[config.mk]
export PLATFORM = sky130hd
export DESIGN_NAME = rstseq_top
export DESIGN_NICKNAME = d
export VERILOG_FILES = /design/src/rtl/rstseq_pkg.sv /design/src/rtl/rstseq_sync.sv /design/src/rtl/rstseq_dip_filter.sv /design/src/rtl/rstseq_delay_timer.sv /design/src/rtl/rstseq_top.sv
export SDC_FILE = /design/constraint.sdc
export NUM_CORES = 1
export LEC_CHECK = 0
export CORE_MARGIN = 8
export CORE_UTILIZATION = 57
export DETAILED_ROUTE_END_ITERATION = 16
export PLACE_DENSITY = 0.82
export SLEW_MARGIN = 10
export SYNTH_ARGS = -nofsm -noshare
export SYNTH_HDL_FRONTEND = slang
export SYNTH_SLANG_ARGS = --single-unit
[constraint.sdc]
create_clock -name clk -period 3.2 [get_ports clk]
set_input_delay 0.64 -clock clk [delete_from_list [all_inputs] [get_ports clk]]
set_output_delay 0.64 -clock clk [all_outputs]
set_load 0.02 [all_outputs]
[src/rtl/rstseq_pkg.sv]
package rstseq_pkg;

  // Sequencer phases: failed supply, hold-off running, released.
  typedef enum logic [1:0] {
    SEQ_DOWN  = 2'd0,
    SEQ_DELAY = 2'd1,
    SEQ_RUN   = 2'd2
  } seq_state_t;

endpackage

[src/rtl/rstseq_sync.sv]
module rstseq_sync #(
  parameter int STAGES = 2
) (
  input  logic clk,
  input  logic rst,
  input  logic d,
  output logic q
);

  logic [STAGES-1:0] chain;

  // Resets to "supply bad" so nothing is released before real samples arrive.
  always_ff @(posedge clk) begin
    if (rst) chain <= '0;
    else     chain <= {chain[STAGES-2:0], d};
  end

  assign q = chain[STAGES-1];

endmodule

[src/rtl/rstseq_dip_filter.sv]
module rstseq_dip_filter #(
  parameter int REACT_CLKS = 8
) (
  input  logic clk,
  input  logic rst,
  input  logic sup_ok,
  output logic dip_qual
);

  localparam int CW = $clog2(REACT_CLKS + 1);
  localparam logic [CW-1:0] LAST = CW'(REACT_CLKS - 1);

  logic [CW-1:0] low_cnt;

  // Low samples accumulate; any high sample clears the run at once.
  always_ff @(posedge clk) begin
    if (rst) begin
      low_cnt  <= '0;
      dip_qual <= 1'b1;
    end else if (sup_ok) begin
      low_cnt  <= '0;
      dip_qual <= 1'b0;
    end else if (!dip_qual) begin
      if (low_cnt == LAST) dip_qual <= 1'b1;
      else                 low_cnt  <= low_cnt + 1'b1;
    end
  end

endmodule

[src/rtl/rstseq_delay_timer.sv]
module rstseq_delay_timer #(
  parameter int DELAY_TICKS = 64
) (
  input  logic clk,
  input  logic rst,
  input  logic clr,
  input  logic tick,
  output logic expire
);

  localparam int CW = $clog2(DELAY_TICKS + 1);
  localparam logic [CW-1:0] LAST = CW'(DELAY_TICKS - 1);

  logic [CW-1:0] tick_cnt;

  assign expire = !clr && tick && (tick_cnt == LAST);

  always_ff @(posedge clk) begin
    if (rst || clr)  tick_cnt <= '0;
    else if (expire) tick_cnt <= '0;
    else if (tick)   tick_cnt <= tick_cnt + 1'b1;
  end

endmodule

[src/rtl/rstseq_top.sv]
module rstseq_top #(
  parameter int REACT_CLKS  = 8,
  parameter int DELAY_TICKS = 64,
  parameter int SYNC_STAGES = 2
) (
  input  logic clk,
  input  logic rst,
  input  logic tick,
  input  logic supply_ok_raw,
  output logic mcu_rst_n,
  output logic delay_busy,
  output logic release_pulse
);
  import rstseq_pkg::*;

  logic       sup_sync;
  logic       dip_qual;
  logic       hold_expire;
  seq_state_t state_q;
  seq_state_t state_d;

  rstseq_sync #(.STAGES(SYNC_STAGES)) u_sync (
    .clk (clk),
    .rst (rst),
    .d   (supply_ok_raw),
    .q   (sup_sync)
  );

  rstseq_dip_filter #(.REACT_CLKS(REACT_CLKS)) u_filt (
    .clk      (clk),
    .rst      (rst),
    .sup_ok   (sup_sync),
    .dip_qual (dip_qual)
  );

  rstseq_delay_timer #(.DELAY_TICKS(DELAY_TICKS)) u_timer (
    .clk    (clk),
    .rst    (rst),
    .clr    (state_q != SEQ_DELAY),
    .tick   (tick),
    .expire (hold_expire)
  );

  always_comb begin
    state_d = state_q;
    unique case (state_q)
      SEQ_DOWN:  if (!dip_qual) state_d = SEQ_DELAY;
      SEQ_DELAY: begin
        if (dip_qual)         state_d = SEQ_DOWN;
        else if (hold_expire) state_d = SEQ_RUN;
      end
      SEQ_RUN:   if (dip_qual) state_d = SEQ_DOWN;
      default:   state_d = SEQ_DOWN;
    endcase
  end

  // Outputs are registered from the next state so they align with state_q.
  always_ff @(posedge clk) begin
    if (rst) begin
      state_q       <= SEQ_DOWN;
      mcu_rst_n     <= 1'b0;
      delay_busy    <= 1'b0;
      release_pulse <= 1'b0;
    end else begin
      state_q       <= state_d;
      mcu_rst_n     <= (state_d == SEQ_RUN);
      delay_busy    <= (state_d == SEQ_DELAY);
      release_pulse <= (state_q == SEQ_DELAY) && (state_d == SEQ_RUN);
    end
  end

endmodule

Yosys cells after proc, flatten, opt, wreduce, memory -nomap -nowiden:

Index checks and enable logic that the tools add are counted.

* bits in registers: 19
* input bits: 4
* output and inout port bits: 3
* word-level logic and storage cells: 36

* add/sub/neg operators: 2
* eq/ne operators: 7
* mux-type cells: 8
* bitwise logic cells: 2
* reductions and logical operators: 9

Operator list (number)
* two-way mux 2 bit: 4
* adder 7 x 1 -> 7 bit (second input constant): 1
* == test 7 x 6 -> 1 bit (second input constant): 1
* case mux 2 bit (3 select lines): 1
* adder 4 x 1 -> 4 bit (second input constant): 1
* == test 2 x 1 -> 1 bit (second input constant): 2
* == test 2 bit (second input constant): 2
* == test 4 x 3 -> 1 bit (second input constant): 1
* OR reduction 2 bit: 2
* logical AND 1 bit: 3
* two-way mux 1 bit: 3
* logical NOT 2 bit: 1
* != test 2 x 1 -> 1 bit (second input constant): 1
* inverter 1 bit: 2
* AND reduction 2 bit: 1
* logical NOT 1 bit: 1
* logical OR 1 bit: 1

Logic depth before layout (Yosys ltp):

Gate-level depths: netlist of run 1.

* word-level depth: 9
* gate-level depth with buffers: 4
* gate-level depth less buffers: 4

Modules after synthesis:

From an unflattened synthesis of run 1, not the netlist that was laid out.

* cell total of the unflattened synthesis: 82
* area, all modules: 780.7 um2

By module, submodules not included
* rstseq_delay_timer: instances 1, cells each 40, area an instance 337.8 um2, sequential area each 140.1 um2
* rstseq_dip_filter: instances 1, cells each 25, area an instance 225.2 um2, sequential area each 100.1 um2
* rstseq_top: instances 1, cells each 13, area an instance 165.2 um2, sequential area each 100.1 um2
* rstseq_sync: instances 1, cells each 4, area an instance 52.6 um2, sequential area each 40.0 um2

Least setup slack after synthesis of run 1:

Ideal clock, no wire load.

* path type: input to register
* start point: in tick
* end point: reg mcu_rst_n
* setup time: 101 ps
* data arrival time: 1353 ps
* data required time: 3099 ps
* path slack: 1746 ps
* stages: 4
* buffers on the path: 1
* path through: buf_4 > nand3_2 > or2_1 > o41ai_1

* word-level cells in the longest chain between the ends: 6

Ends and longest elaborated chain
* from (decl): line rstseq_top.sv:8 `input logic tick,`
* logical AND 1 bit (2 in a row): line rstseq_delay_timer.sv:16 `assign expire = !clr && tick && (tick_cnt == LAST);`
* two-way mux 2 bit: line rstseq_top.sv:50 `else if (hold_expire) state_d = SEQ_RUN;`
* two-way mux 2 bit: line rstseq_top.sv:49 `if (dip_qual) state_d = SEQ_DOWN;`
* case mux 2 bit (3 select lines): line rstseq_top.sv:46 `unique case (state_q)`
* == test 2 bit: line rstseq_top.sv:66 `mcu_rst_n <= (state_d == SEQ_RUN);`
* to (signal assigned): line rstseq_top.sv:66
* to (decl): line rstseq_top.sv:10 `output logic mcu_rst_n,`

No other way between the ends.
A chain may end at the register's enable or synchronous reset.

Worst setup path in the final report of run 1:

* start point: reg mcu_rst_n
* end point: out mcu_rst_n

No word-level cell between the ends.

==> impl_metrics.xml, run 1 <==
<?xml version="1.0" encoding="UTF-8"?>
<metrics>
  <group name="run_status">
    <metric name="run_status" unit="">complete, no violations</metric>
  </group>
  <group name="logic_synthesis">
    <metric name="synth-edff-count" unit="">0</metric>
    <metric name="netlist.top_cell.by_area" unit="">dfxtp_1</metric>
    <metric name="post_synth_inst_count" unit="">78</metric>
    <metric name="dominant_cell_by_count_in_the_synthesized_netlist" unit="">dfxtp_1</metric>
    <metric name="synth_top_cells_by_count" unit="">dfxtp_1 (19), nor2_1 (6), a21oi_1 (5), o21ai_0 (5)</metric>
    <metric name="fraction_of_post_synthesis_cell_area_in_the_top_cell_type_by_area" unit="%">49.8</metric>
    <metric name="dominantRegCellSynth" unit="">dfxtp_1</metric>
    <metric name="synth-seq-cells" unit="">19</metric>
    <metric name="synthDistinctLibCells" unit="">33</metric>
    <metric name="top_cells_by_area_synth" unit="">dfxtp_1 (50%), o41ai_1 (3.4%), xor2_1 (3.4%), a21oi_1 (3.3%), ha_1 (3.3%)</metric>
    <metric name="synth_area_per_cell" unit="um^2">9.80</metric>
    <metric name="synth-async-reset-ratio" unit="%">0</metric>
    <metric name="synth.cell_area" unit="um^2">764</metric>
    <metric name="synth_nets" unit="">84</metric>
    <metric name="yosysWarningCount" unit="">0</metric>
    <metric name="synth_sequential_area_ratio" unit="%">49.8</metric>
  </group>
  <group name="routing">
    <metric name="drt_wl_total" unit="um">1310</metric>
    <metric name="routed_wire_length_per_instance" unit="um">13.1</metric>
    <metric name="drc" unit="">0</metric>
    <metric name="detail_route.first_pass.iterations" unit="">2</metric>
    <metric name="num_vias" unit="">577</metric>
    <metric name="initialDrtViolationCount" unit="">3</metric>
    <metric name="viasPerCell" unit="">5.77</metric>
    <metric name="antenna_viol_nets_final" unit="">0</metric>
  </group>
  <group name="placed_design">
    <metric name="gp_congestion" unit="">0.723</metric>
    <metric name="io_buffers" unit="">6</metric>
    <metric name="area_of_placed_instances" unit="um^2">827</metric>
    <metric name="detailed_place_hpwl" unit="um">968</metric>
    <metric name="placedCellCount" unit="">96</metric>
  </group>
  <group name="power_and_ir_drop">
    <metric name="worst_ir_drop_vdd" unit="mV">0.250</metric>
    <metric name="total_power" unit="mW">0.377</metric>
    <metric name="p_leak" unit="nW">0.289</metric>
    <metric name="power-per-cell-area" unit="nW/um^2">442</metric>
  </group>
  <group name="finish">
    <metric name="final_layout_size_suffix_gt1_share" unit="%">8.24</metric>
    <metric name="utilization" unit="%">66.5</metric>
    <metric name="nNetsFinal" unit="">92</metric>
    <metric name="final_cells" unit="">100</metric>
    <metric name="area_delta_synth_final" unit="%">11.8</metric>
    <metric name="antenna-diode-count" unit="">0</metric>
    <metric name="design_area" unit="um^2">855</metric>
  </group>
  <group name="worst_setup_path">
    <metric name="worstPathRequired" unit="ns">2.56</metric>
    <metric name="path_delay_family" unit="">buffers and inverters</metric>
    <metric name="worst-path-buf-inv" unit="">1</metric>
    <metric name="critical_path_arrival" unit="ns">1.21</metric>
    <metric name="start_kind" unit="">flop</metric>
    <metric name="timing.critical_path.slowest_stage_cell" unit="">clkdlybuf4s50_1</metric>
    <metric name="path_cells" unit="">clkdlybuf4s50_1</metric>
    <metric name="worst-path-max-fanout" unit="">1</metric>
    <metric name="critical_path.max_stage_delay" unit="ns">0.59</metric>
    <metric name="crit_path_end_kind" unit="">output pin</metric>
    <metric name="path_class" unit="">flop to output pin</metric>
  </group>
  <group name="floorplan">
    <metric name="initial_utilization" unit="%">59.5</metric>
    <metric name="fp-row-count" unit="">13</metric>
    <metric name="io-pin-count" unit="">7</metric>
    <metric name="coreArea" unit="um^2">1280</metric>
    <metric name="die_area" unit="um^2">2770</metric>
    <metric name="die_width" unit="um">52.6</metric>
    <metric name="dieHeight" unit="um">52.6</metric>
  </group>
  <group name="grt">
    <metric name="overflow" unit="">0</metric>
    <metric name="grt_usage" unit="%">10.8</metric>
    <metric name="first_pass_grt_wire_length" unit="um">2220</metric>
    <metric name="grt_pass1_vias" unit="">545</metric>
    <metric name="grt_max_degree" unit="">15</metric>
    <metric name="antenna_found_initial" unit="">0</metric>
  </group>
  <group name="sta">
    <metric name="fin_skew" unit="ns">0.00424</metric>
    <metric name="unrepaired_setup_endpoints_after_global_routing" unit="">false</metric>
    <metric name="period_share" unit="%">57.7</metric>
    <metric name="timing.max_slew.rel_slack" unit="%">65.1</metric>
    <metric name="final-max-slew-violation-count" unit="">0</metric>
    <metric name="timing.final.crit_period" unit="ns">1.85</metric>
    <metric name="timing_worst_slew_pin_value" unit="ns">0.518</metric>
    <metric name="timing.final.hold_violations" unit="">0</metric>
    <metric name="max_clock_freq" unit="MHz">541</metric>
    <metric name="finalSetupViolations" unit="">0</metric>
    <metric name="tns" unit="ns">0</metric>
  </group>
  <group name="hold_path">
    <metric name="hold_path_class" unit="">flop to flop</metric>
  </group>
  <group name="clocking">
    <metric name="insertion_delay" unit="ns">0.29</metric>
    <metric name="clk_transition_reported_paths" unit="ns">0.10</metric>
    <metric name="clock-sinks" unit="">19</metric>
    <metric name="max-clock-path-buffers" unit="">2</metric>
    <metric name="clock_tree_from_tritoncts" unit="">yes</metric>
    <metric name="post_cts_buffers" unit="">0</metric>
    <metric name="cts_resized" unit="">0</metric>
    <metric name="cts_hold_buf" unit="">0</metric>
    <metric name="level_count_of_the_clock_h_tree" unit="">1</metric>
    <metric name="ctsRootBufferMaster" unit="">clkbuf_4</metric>
    <metric name="cts_buffers" unit="">3</metric>
  </group>
  <group name="job">
    <metric name="max_cap_violations" unit="">0</metric>
  </group>
</metrics>
[sequential cells by signal, summed over array words and instances, names as in the netlist]
| signal | flops |
|---|---|
| u_timer.tick_cnt | 7 |
| u_filt.low_cnt | 4 |
| state_q | 2 |
| u_sync.chain | 2 |
| delay_busy | 1 |
| mcu_rst_n | 1 |
| release_pulse | 1 |
| u_filt.dip_qual | 1 |
[through the flow]
step | setup WS, ns | hold slack [ns]
after CTS | 1.33 | 0.452
after detailed placement | 1.09 | 0.437
after floorplan | 1.75 | 0.414
final | 1.35 | 0.451
after global placement | 1.11 | 0.417
after global routing | 1.25 | 0.467
[cells by family after synthesis]
logic type                 Yosys count  share of synthesized area [%]
DFF                                 19                           49.8
muxes                                1                           1.31
xor gates and xnor gates             4                           4.58
and+or+nand+nor                     29                           22.8
buffers and inverters                6                           3.60
AOI/OAI and AO/OA                   17                           14.7
adders and majority gates            2                           3.27
[final timing paths]
kind | startpoint | to | slack, ns | cells after the start
worst max register to register | u_filt.low_cnt[0] | u_filt.low_cnt[3] | 1.74 | 4
worst min-delay path | u_timer.tick_cnt[6] | u_timer.tick_cnt[6] | 0.45 | 1
worst max-delay path | mcu_rst_n | mcu_rst_n | 1.35 | 1
worst min register to register | u_timer.tick_cnt[6] | u_timer.tick_cnt[6] | 0.45 | 1
[metal layers]
layer  vias to the layer above  share of wire, %  global-route usage, %
li1                        304                 -                      -
met1                       260                44                   11.3
met2                         9                48                   17.2
met3                         4               6.0                   3.98
met4                         0               2.2                   7.76
met5                         -                 0                      0
[report_power, final]
group	total (mW)	leakage [nW]	internal, mW	switching, mW
registers	0.244	0.154	0.240	0.00398
clock network	0.117	0.0177	0.0465	0.0702
logic	0.0166	0.117	0.00837	0.00823
total	0.377	0.289	0.295	0.0824
[cell type report]
| class | count | area, um^2 |
|---|---|---|
| clock buffer | 3 | 22.5 |
| clock inverter | 1 | 5.00 |
| fill | 116 | 430 |
| inverter | 3 | 11.3 |
| multi-input combinational | 53 | 357 |
| sequential | 19 | 380 |
| tap | 15 | 18.8 |
| timing repair buffer | 6 | 60.1 |
[cells in the final DEF (no fill, tap or decap), drive strengths merged, types with 2 or more instances in the layout]
| cell type | n |
|---|---|
| clkdlybuf4s50 | 6 |
| o41ai | 3 |
| or3 | 2 |
| nand3 | 3 |
| ha | 2 |
| clkbuf | 3 |
| nor2b | 2 |
| dfxtp | 19 |
| nand4 | 2 |
| xor2 | 3 |
| or2 | 3 |
| nor2 | 6 |
| nand2 | 2 |
| inv | 3 |
| a21oi | 5 |
| o21ai | 5 |
| a2111oi | 2 |
Power figures use the tool's default switching activity.
==> inputs of run 2 (changes only) <==
--- a/config.mk
+++ b/config.mk
@@ -6,9 +6,9 @@
 export NUM_CORES = 1
 export LEC_CHECK = 0
 export CORE_MARGIN = 8
-export CORE_UTILIZATION = 57
+export CORE_UTILIZATION = 53
 export DETAILED_ROUTE_END_ITERATION = 16
-export PLACE_DENSITY = 0.82
+export PLACE_DENSITY = 0.77
 export SLEW_MARGIN = 10
 export SYNTH_ARGS = -nofsm -noshare
 export SYNTH_HDL_FRONTEND = slang
==> constraint.sdc (replaced) <==
create_clock -name clk -period 1.78 [get_ports clk]
set_input_delay 0.356 -clock clk [delete_from_list [all_inputs] [get_ports clk]]
set_output_delay 0.356 -clock clk [all_outputs]
set_load 0.02 [all_outputs]
==> impl_metrics.xml, run 2 (synthesis results as in run 1) <==
<?xml version="1.0" encoding="UTF-8"?>
<metrics>
  <group name="worst_setup_path">
    <metric name="flop_to_flop_setup_slack" unit="ns">0.30</metric>
    <metric name="critical_path.max_stage_delay" unit="ns">0.59</metric>
    <metric name="start_kind" unit="">flop</metric>
    <metric name="worstPathRequired" unit="ns">1.42</metric>
    <metric name="crit_path_end_kind" unit="">output pin</metric>
    <metric name="path_delay_family" unit="">buffers and inverters</metric>
    <metric name="path_cells" unit="">clkdlybuf4s50_1</metric>
    <metric name="worst-path-buf-inv" unit="">1</metric>
    <metric name="worst-path-max-fanout" unit="">1</metric>
    <metric name="worstSetupPathDepth" unit="">1</metric>
    <metric name="rr_endpoint" unit="">u_filt.low_cnt[3]</metric>
    <metric name="path_class" unit="">flop to output pin</metric>
    <metric name="worst_r2r_path_depth" unit="">4</metric>
    <metric name="critical_path_arrival" unit="ns">1.20</metric>
    <metric name="setup.worst_path.end" unit="">mcu_rst_n</metric>
    <metric name="startpoint" unit="">mcu_rst_n</metric>
    <metric name="timing.critical_path.slowest_stage_cell" unit="">clkdlybuf4s50_1</metric>
    <metric name="critical_register_to_register_path_startpoint" unit="">u_filt.low_cnt[0]</metric>
  </group>
  <group name="finish">
    <metric name="max_flop_register" unit="">u_timer.tick_cnt</metric>
    <metric name="nNetsFinal" unit="">94</metric>
    <metric name="final_cells" unit="">102</metric>
    <metric name="fillers" unit="">119</metric>
    <metric name="largest_register_ffs" unit="">7</metric>
    <metric name="final_layout_size_suffix_gt1_share" unit="%">9.20</metric>
    <metric name="layout_top_registers" unit="">u_timer.tick_cnt: 7 flops, u_filt.low_cnt: 4 flops</metric>
    <metric name="layout_commonest_cell" unit="">dfxtp_1</metric>
    <metric name="antenna-diode-count" unit="">0</metric>
    <metric name="area_delta_synth_final" unit="%">13.6</metric>
    <metric name="layout_common_cells" unit="">dfxtp_1 (19), nor2_1 (6), clkdlybuf4s50_1 (6), o21ai_0 (5), a21oi_1 (5)</metric>
  </group>
  <group name="sta">
    <metric name="final-max-slew-violation-count" unit="">0</metric>
    <metric name="timing.max_slew.rel_slack" unit="%">63.2</metric>
    <metric name="period_share" unit="%">87.2</metric>
    <metric name="timing.final.crit_period" unit="ns">1.55</metric>
    <metric name="fin_skew" unit="ns">0.00240</metric>
    <metric name="unrepaired_setup_endpoints_after_global_routing" unit="">false</metric>
    <metric name="timing.final.hold_violations" unit="">0</metric>
    <metric name="max_clock_freq" unit="MHz">644</metric>
    <metric name="finalHoldWorstSlack" unit="ns">0.455</metric>
    <metric name="finalSetupViolations" unit="">0</metric>
    <metric name="timing_worst_slew_pin_value" unit="ns">0.546</metric>
    <metric name="tns" unit="ns">0</metric>
  </group>
  <group name="power_and_ir_drop">
    <metric name="power_frac_seq" unit="%">65.0</metric>
    <metric name="p_comb_share" unit="%">4.9</metric>
    <metric name="worst_ir_drop_vdd" unit="mV">0.451</metric>
    <metric name="share_clk_of_total_power" unit="%">30.1</metric>
    <metric name="p_leak" unit="nW">0.295</metric>
    <metric name="switching_share" unit="%">20.5</metric>
    <metric name="power-per-cell-area" unit="nW/um^2">777</metric>
    <metric name="power.switching" unit="mW">0.138</metric>
    <metric name="internal_power" unit="mW">0.536</metric>
  </group>
  <group name="placed_design">
    <metric name="detailed_place_hpwl" unit="um">946</metric>
    <metric name="gp_congestion" unit="">0.797</metric>
    <metric name="io_buffers" unit="">6</metric>
    <metric name="placedCellCount" unit="">98</metric>
  </group>
  <group name="clocking">
    <metric name="post_cts_buffers" unit="">0</metric>
    <metric name="cts_buffers" unit="">3</metric>
    <metric name="level_count_of_the_clock_h_tree" unit="">1</metric>
    <metric name="max-clock-path-buffers" unit="">2</metric>
    <metric name="clock-sinks" unit="">19</metric>
    <metric name="clock_tree_from_tritoncts" unit="">yes</metric>
    <metric name="ctsRootBufferMaster" unit="">clkbuf_4</metric>
    <metric name="cts_resized" unit="">0</metric>
    <metric name="cts_hold_buf" unit="">0</metric>
    <metric name="clk_transition_reported_paths" unit="ns">0.10</metric>
    <metric name="insertion_delay" unit="ns">0.28</metric>
  </group>
  <group name="routing">
    <metric name="num_vias" unit="">574</metric>
    <metric name="viasPerCell" unit="">5.63</metric>
    <metric name="initialDrtViolationCount" unit="">4</metric>
    <metric name="antenna_viol_nets_final" unit="">0</metric>
    <metric name="highest_layer" unit="">met4</metric>
    <metric name="met3RoutedLength" unit="um">52</metric>
    <metric name="routed_wire_length_per_instance" unit="um">12.1</metric>
    <metric name="detail_route.first_pass.iterations" unit="">4</metric>
    <metric name="met2WireLength" unit="um">511</metric>
    <metric name="routedLengthMet1" unit="um">646</metric>
    <metric name="drt_wl_total" unit="um">1240</metric>
    <metric name="drc" unit="">0</metric>
  </group>
  <group name="job">
    <metric name="max_cap_violations" unit="">0</metric>
  </group>
  <group name="floorplan">
    <metric name="initial_utilization" unit="%">58.0</metric>
    <metric name="io-pin-count" unit="">7</metric>
    <metric name="fp-row-count" unit="">13</metric>
    <metric name="die_area" unit="um^2">2910</metric>
    <metric name="coreArea" unit="um^2">1320</metric>
    <metric name="die_width" unit="um">54.0</metric>
    <metric name="dieHeight" unit="um">54.0</metric>
  </group>
  <group name="grt">
    <metric name="overflow" unit="">0</metric>
    <metric name="first_pass_grt_wire_length" unit="um">2150</metric>
    <metric name="antenna_found_initial" unit="">0</metric>
    <metric name="grt_usage" unit="%">10.1</metric>
    <metric name="grt_pass1_vias" unit="">510</metric>
    <metric name="grt_max_degree" unit="">15</metric>
  </group>
  <group name="run_status">
    <metric name="run_status" unit="">complete, no violations</metric>
  </group>
  <group name="hold_path">
    <metric name="hold_path_class" unit="">flop to flop</metric>
  </group>
</metrics>
## run 2: changes by cell type in the layout (fill, tap and decap cells not counted)
cell	delta
buf_4	+2
clkbuf_1	+1
clkinv_2	-1
## run 2: final cells by class
| cell class | instances | area, um^2 | area share (%) |
|---|---|---|---|
| multi-input combinational | 53 | 357 | 41.1 |
| timing repair buffer | 8 | 75.1 | 8.65 |
| tap | 15 | 18.8 | 2.16 |
| inverter | 3 | 11.3 | 1.30 |
| sequential | 19 | 380 | 43.8 |
| clock buffer | 4 | 26.3 | 3.03 |
## run 2: power by group through the flow
stage	logic, mW	registers (mW)	clock network (mW)
2_1_floorplan	0.0219	0.446	0
3_3_place_gp	0.0322	0.448	0
3_5_place_dp	0.0331	0.448	0
4_1_cts	0.0332	0.439	0.218
5_1_grt	0.0367	0.440	0.233
6_report	0.0330	0.438	0.203
## run 2: worst min path at each step
stage	from	end	slack [ns]	depth (start not counted)
global route	u_timer.tick_cnt[6]	u_timer.tick_cnt[6]	0.47	1
CTS	u_sync.chain[0]	u_sync.chain[1]	0.46	1
detailed placement	u_sync.chain[0]	u_sync.chain[1]	0.43	1
floorplan	u_sync.chain[0]	u_sync.chain[1]	0.41	1
global placement	u_sync.chain[0]	u_sync.chain[1]	0.43	1
finish	u_sync.chain[0]	u_sync.chain[1]	0.46	1
## run 2: layer usage
metal / vias to the layer above / global-route usage [%]
li1: 305 / -
met1: 257 / 13.0
met2: 8 / 14.1
met3: 4 / 2.48
met4: 0 / 7.38
met5: - / 0
## run 2: stage by stage
stage | area, um^2 | total power, mW | utilization (%) | setup WS, ns
final | 868 | 0.675 | 65.9 | 0.227
after detailed placement | 842 | 0.482 | 63.9 | 0.0106
after CTS | 868 | 0.690 | 65.9 | 0.204
after global placement | 842 | 0.480 | 63.9 | 0.0648
after global routing | 868 | 0.710 | 65.9 | 0.179
after floorplan | 764 | 0.468 | - | 0.429
==> inputs of run 3 (changes only) <==
--- a/config.mk
+++ b/config.mk
@@ -5,7 +5,6 @@
 export SDC_FILE = /design/constraint.sdc
 export NUM_CORES = 1
 export LEC_CHECK = 0
-export CORE_MARGIN = 8
 export CORE_UTILIZATION = 53
 export DETAILED_ROUTE_END_ITERATION = 16
 export PLACE_DENSITY = 0.77
==> constraint.sdc (replaced) <==
create_clock -name clk -period 1.6 [get_ports clk]
set_input_delay 0.32 -clock clk [delete_from_list [all_inputs] [get_ports clk]]
set_output_delay 0.32 -clock clk [all_outputs]
set_load 0.02 [all_outputs]
==> impl_metrics.xml, run 3 (synthesis results as in run 1) <==
<?xml version="1.0" encoding="UTF-8"?>
<metrics>
  <group name="run_status">
    <metric name="run_status" unit="">complete, no violations</metric>
  </group>
  <group name="finish">
    <metric name="layout_top_registers" unit="">u_timer.tick_cnt: 7 flops, u_filt.low_cnt: 4 flops</metric>
    <metric name="largest_register_ffs" unit="">7</metric>
    <metric name="max_flop_register" unit="">u_timer.tick_cnt</metric>
    <metric name="layout_commonest_cell" unit="">dfxtp_1</metric>
    <metric name="utilization" unit="%">68.2</metric>
    <metric name="final_cells" unit="">106</metric>
    <metric name="fillers" unit="">122</metric>
    <metric name="antenna-diode-count" unit="">0</metric>
    <metric name="nNetsFinal" unit="">98</metric>
    <metric name="area_delta_synth_final" unit="%">17.5</metric>
    <metric name="final_layout_size_suffix_gt1_share" unit="%">13.2</metric>
    <metric name="layout_common_cells" unit="">dfxtp_1 (19), nor2_1 (6), clkdlybuf4s50_1 (6), buf_4 (6)</metric>
  </group>
  <group name="routing">
    <metric name="antenna_viol_nets_final" unit="">0</metric>
    <metric name="drt_wl_total" unit="um">1220</metric>
    <metric name="num_vias" unit="">586</metric>
    <metric name="detail_route.first_pass.iterations" unit="">4</metric>
    <metric name="routed_wire_length_per_instance" unit="um">11.5</metric>
    <metric name="initialDrtViolationCount" unit="">9</metric>
    <metric name="drc" unit="">0</metric>
    <metric name="viasPerCell" unit="">5.53</metric>
  </group>
  <group name="grt">
    <metric name="antenna_found_initial" unit="">0</metric>
    <metric name="overflow" unit="">0</metric>
    <metric name="grt_usage" unit="%">19.6</metric>
    <metric name="first_pass_grt_wire_length" unit="um">2040</metric>
    <metric name="grt_max_degree" unit="">15</metric>
    <metric name="grt_pass1_vias" unit="">500</metric>
  </group>
  <group name="clocking">
    <metric name="ctsRootBufferMaster" unit="">clkbuf_4</metric>
    <metric name="insertion_delay" unit="ns">0.28</metric>
    <metric name="level_count_of_the_clock_h_tree" unit="">1</metric>
    <metric name="clock_tree_from_tritoncts" unit="">yes</metric>
    <metric name="cts_buffers" unit="">3</metric>
    <metric name="max-clock-path-buffers" unit="">2</metric>
    <metric name="post_cts_buffers" unit="">0</metric>
    <metric name="cts_resized" unit="">0</metric>
    <metric name="clock-sinks" unit="">19</metric>
    <metric name="cts_hold_buf" unit="">0</metric>
    <metric name="clk_transition_reported_paths" unit="ns">0.10</metric>
  </group>
  <group name="placed_design">
    <metric name="io_buffers" unit="">6</metric>
    <metric name="detailed_place_hpwl" unit="um">906</metric>
    <metric name="gp_congestion" unit="">0.709</metric>
    <metric name="post-place-ws" unit="ns">-0.0818</metric>
    <metric name="placedCellCount" unit="">102</metric>
  </group>
  <group name="floorplan">
    <metric name="initial_utilization" unit="%">58.0</metric>
    <metric name="dieHeight" unit="um">40.0</metric>
    <metric name="die_width" unit="um">40.0</metric>
    <metric name="fp-row-count" unit="">13</metric>
    <metric name="die_area" unit="um^2">1600</metric>
    <metric name="coreArea" unit="um^2">1320</metric>
    <metric name="io-pin-count" unit="">7</metric>
  </group>
  <group name="sta">
    <metric name="finalSetupViolations" unit="">0</metric>
    <metric name="timing_worst_slew_pin_value" unit="ns">0.553</metric>
    <metric name="timing.max_slew.rel_slack" unit="%">62.8</metric>
    <metric name="period_share" unit="%">94.7</metric>
    <metric name="fin_skew" unit="ns">0.00318</metric>
    <metric name="unrepaired_setup_endpoints_after_global_routing" unit="">false</metric>
    <metric name="timing.final.crit_period" unit="ns">1.52</metric>
    <metric name="fin_ws" unit="ns">0.0845</metric>
    <metric name="max_clock_freq" unit="MHz">660</metric>
    <metric name="final-max-slew-violation-count" unit="">0</metric>
    <metric name="tns" unit="ns">0</metric>
    <metric name="timing.final.hold_violations" unit="">0</metric>
  </group>
  <group name="worst_setup_path">
    <metric name="worst-path-buf-inv" unit="">1</metric>
    <metric name="worstPathRequired" unit="ns">1.28</metric>
    <metric name="critical_path.max_stage_delay" unit="ns">0.59</metric>
    <metric name="path_class" unit="">flop to output pin</metric>
    <metric name="path_delay_family" unit="">buffers and inverters</metric>
    <metric name="crit_path_end_kind" unit="">output pin</metric>
    <metric name="critical_path_arrival" unit="ns">1.20</metric>
    <metric name="path_cells" unit="">clkdlybuf4s50_1</metric>
    <metric name="timing.critical_path.slowest_stage_cell" unit="">clkdlybuf4s50_1</metric>
    <metric name="worst-path-max-fanout" unit="">1</metric>
    <metric name="start_kind" unit="">flop</metric>
  </group>
  <group name="power_and_ir_drop">
    <metric name="worst_ir_drop_vdd" unit="mV">0.500</metric>
    <metric name="power-per-cell-area" unit="nW/um^2">847</metric>
    <metric name="p_leak" unit="nW">0.313</metric>
  </group>
  <group name="hold_path">
    <metric name="hold_path_class" unit="">flop to flop</metric>
  </group>
  <group name="job">
    <metric name="max_cap_violations" unit="">0</metric>
  </group>
</metrics>
-- run 3: changes by cell type in the layout (fill, tap and decap cells not counted) --
cell	before	now
buf_4	2	6
-- run 3: final cells by class --
cell class,instances,area [um^2],share of cell area [%]
Clock buffer,4,26.3,2.92
Inverter,3,11.3,1.25
Multi-Input combinational cell,53,357,39.7
Sequential cell,19,380,42.3
Tap cell,15,18.8,2.09
Timing Repair Buffer,12,105,11.7
-- run 3: power by group --
group	total [mW]	switching, mW	internal [mW]
Clock	0.233	0.136	0.0967
Combinational	0.0405	0.0175	0.0229
Sequential	0.488	0.00783	0.480
-- run 3: layer usage --
| metal | GRT usage [%] | wire length (um) | vias up |
|---|---|---|---|
| met5 | 0 | 0 | - |
| li1 | - | - | 314 |
| met2 | 29.8 | 527 | 8 |
| met4 | 10.3 | 13 | 0 |
| met3 | 5.00 | 36 | 2 |
| met1 | 25.4 | 645 | 262 |
-- run 3: path summary, 6_finish.rpt --
kind                                   startpoint                end  slack, ns  cells after the start
worst max-delay path                release_pulse      release_pulse       0.08                      1
worst max register to register  u_filt.low_cnt[0]  u_filt.low_cnt[3]       0.16                      4
worst min-delay path              u_sync.chain[0]    u_sync.chain[1]       0.45                      1
worst min register to register    u_sync.chain[0]    u_sync.chain[1]       0.45                      1
-- run 3: through the flow --
step | area [um^2] | power (mW) | hold WS (ns)
floorplan | 764 | 0.520 | 0.414
global placement | 872 | 0.538 | 0.418
detailed placement | 872 | 0.539 | 0.425
CTS | 898 | 0.770 | 0.449
global route | 898 | 0.791 | 0.460
finish | 898 | 0.761 | 0.446
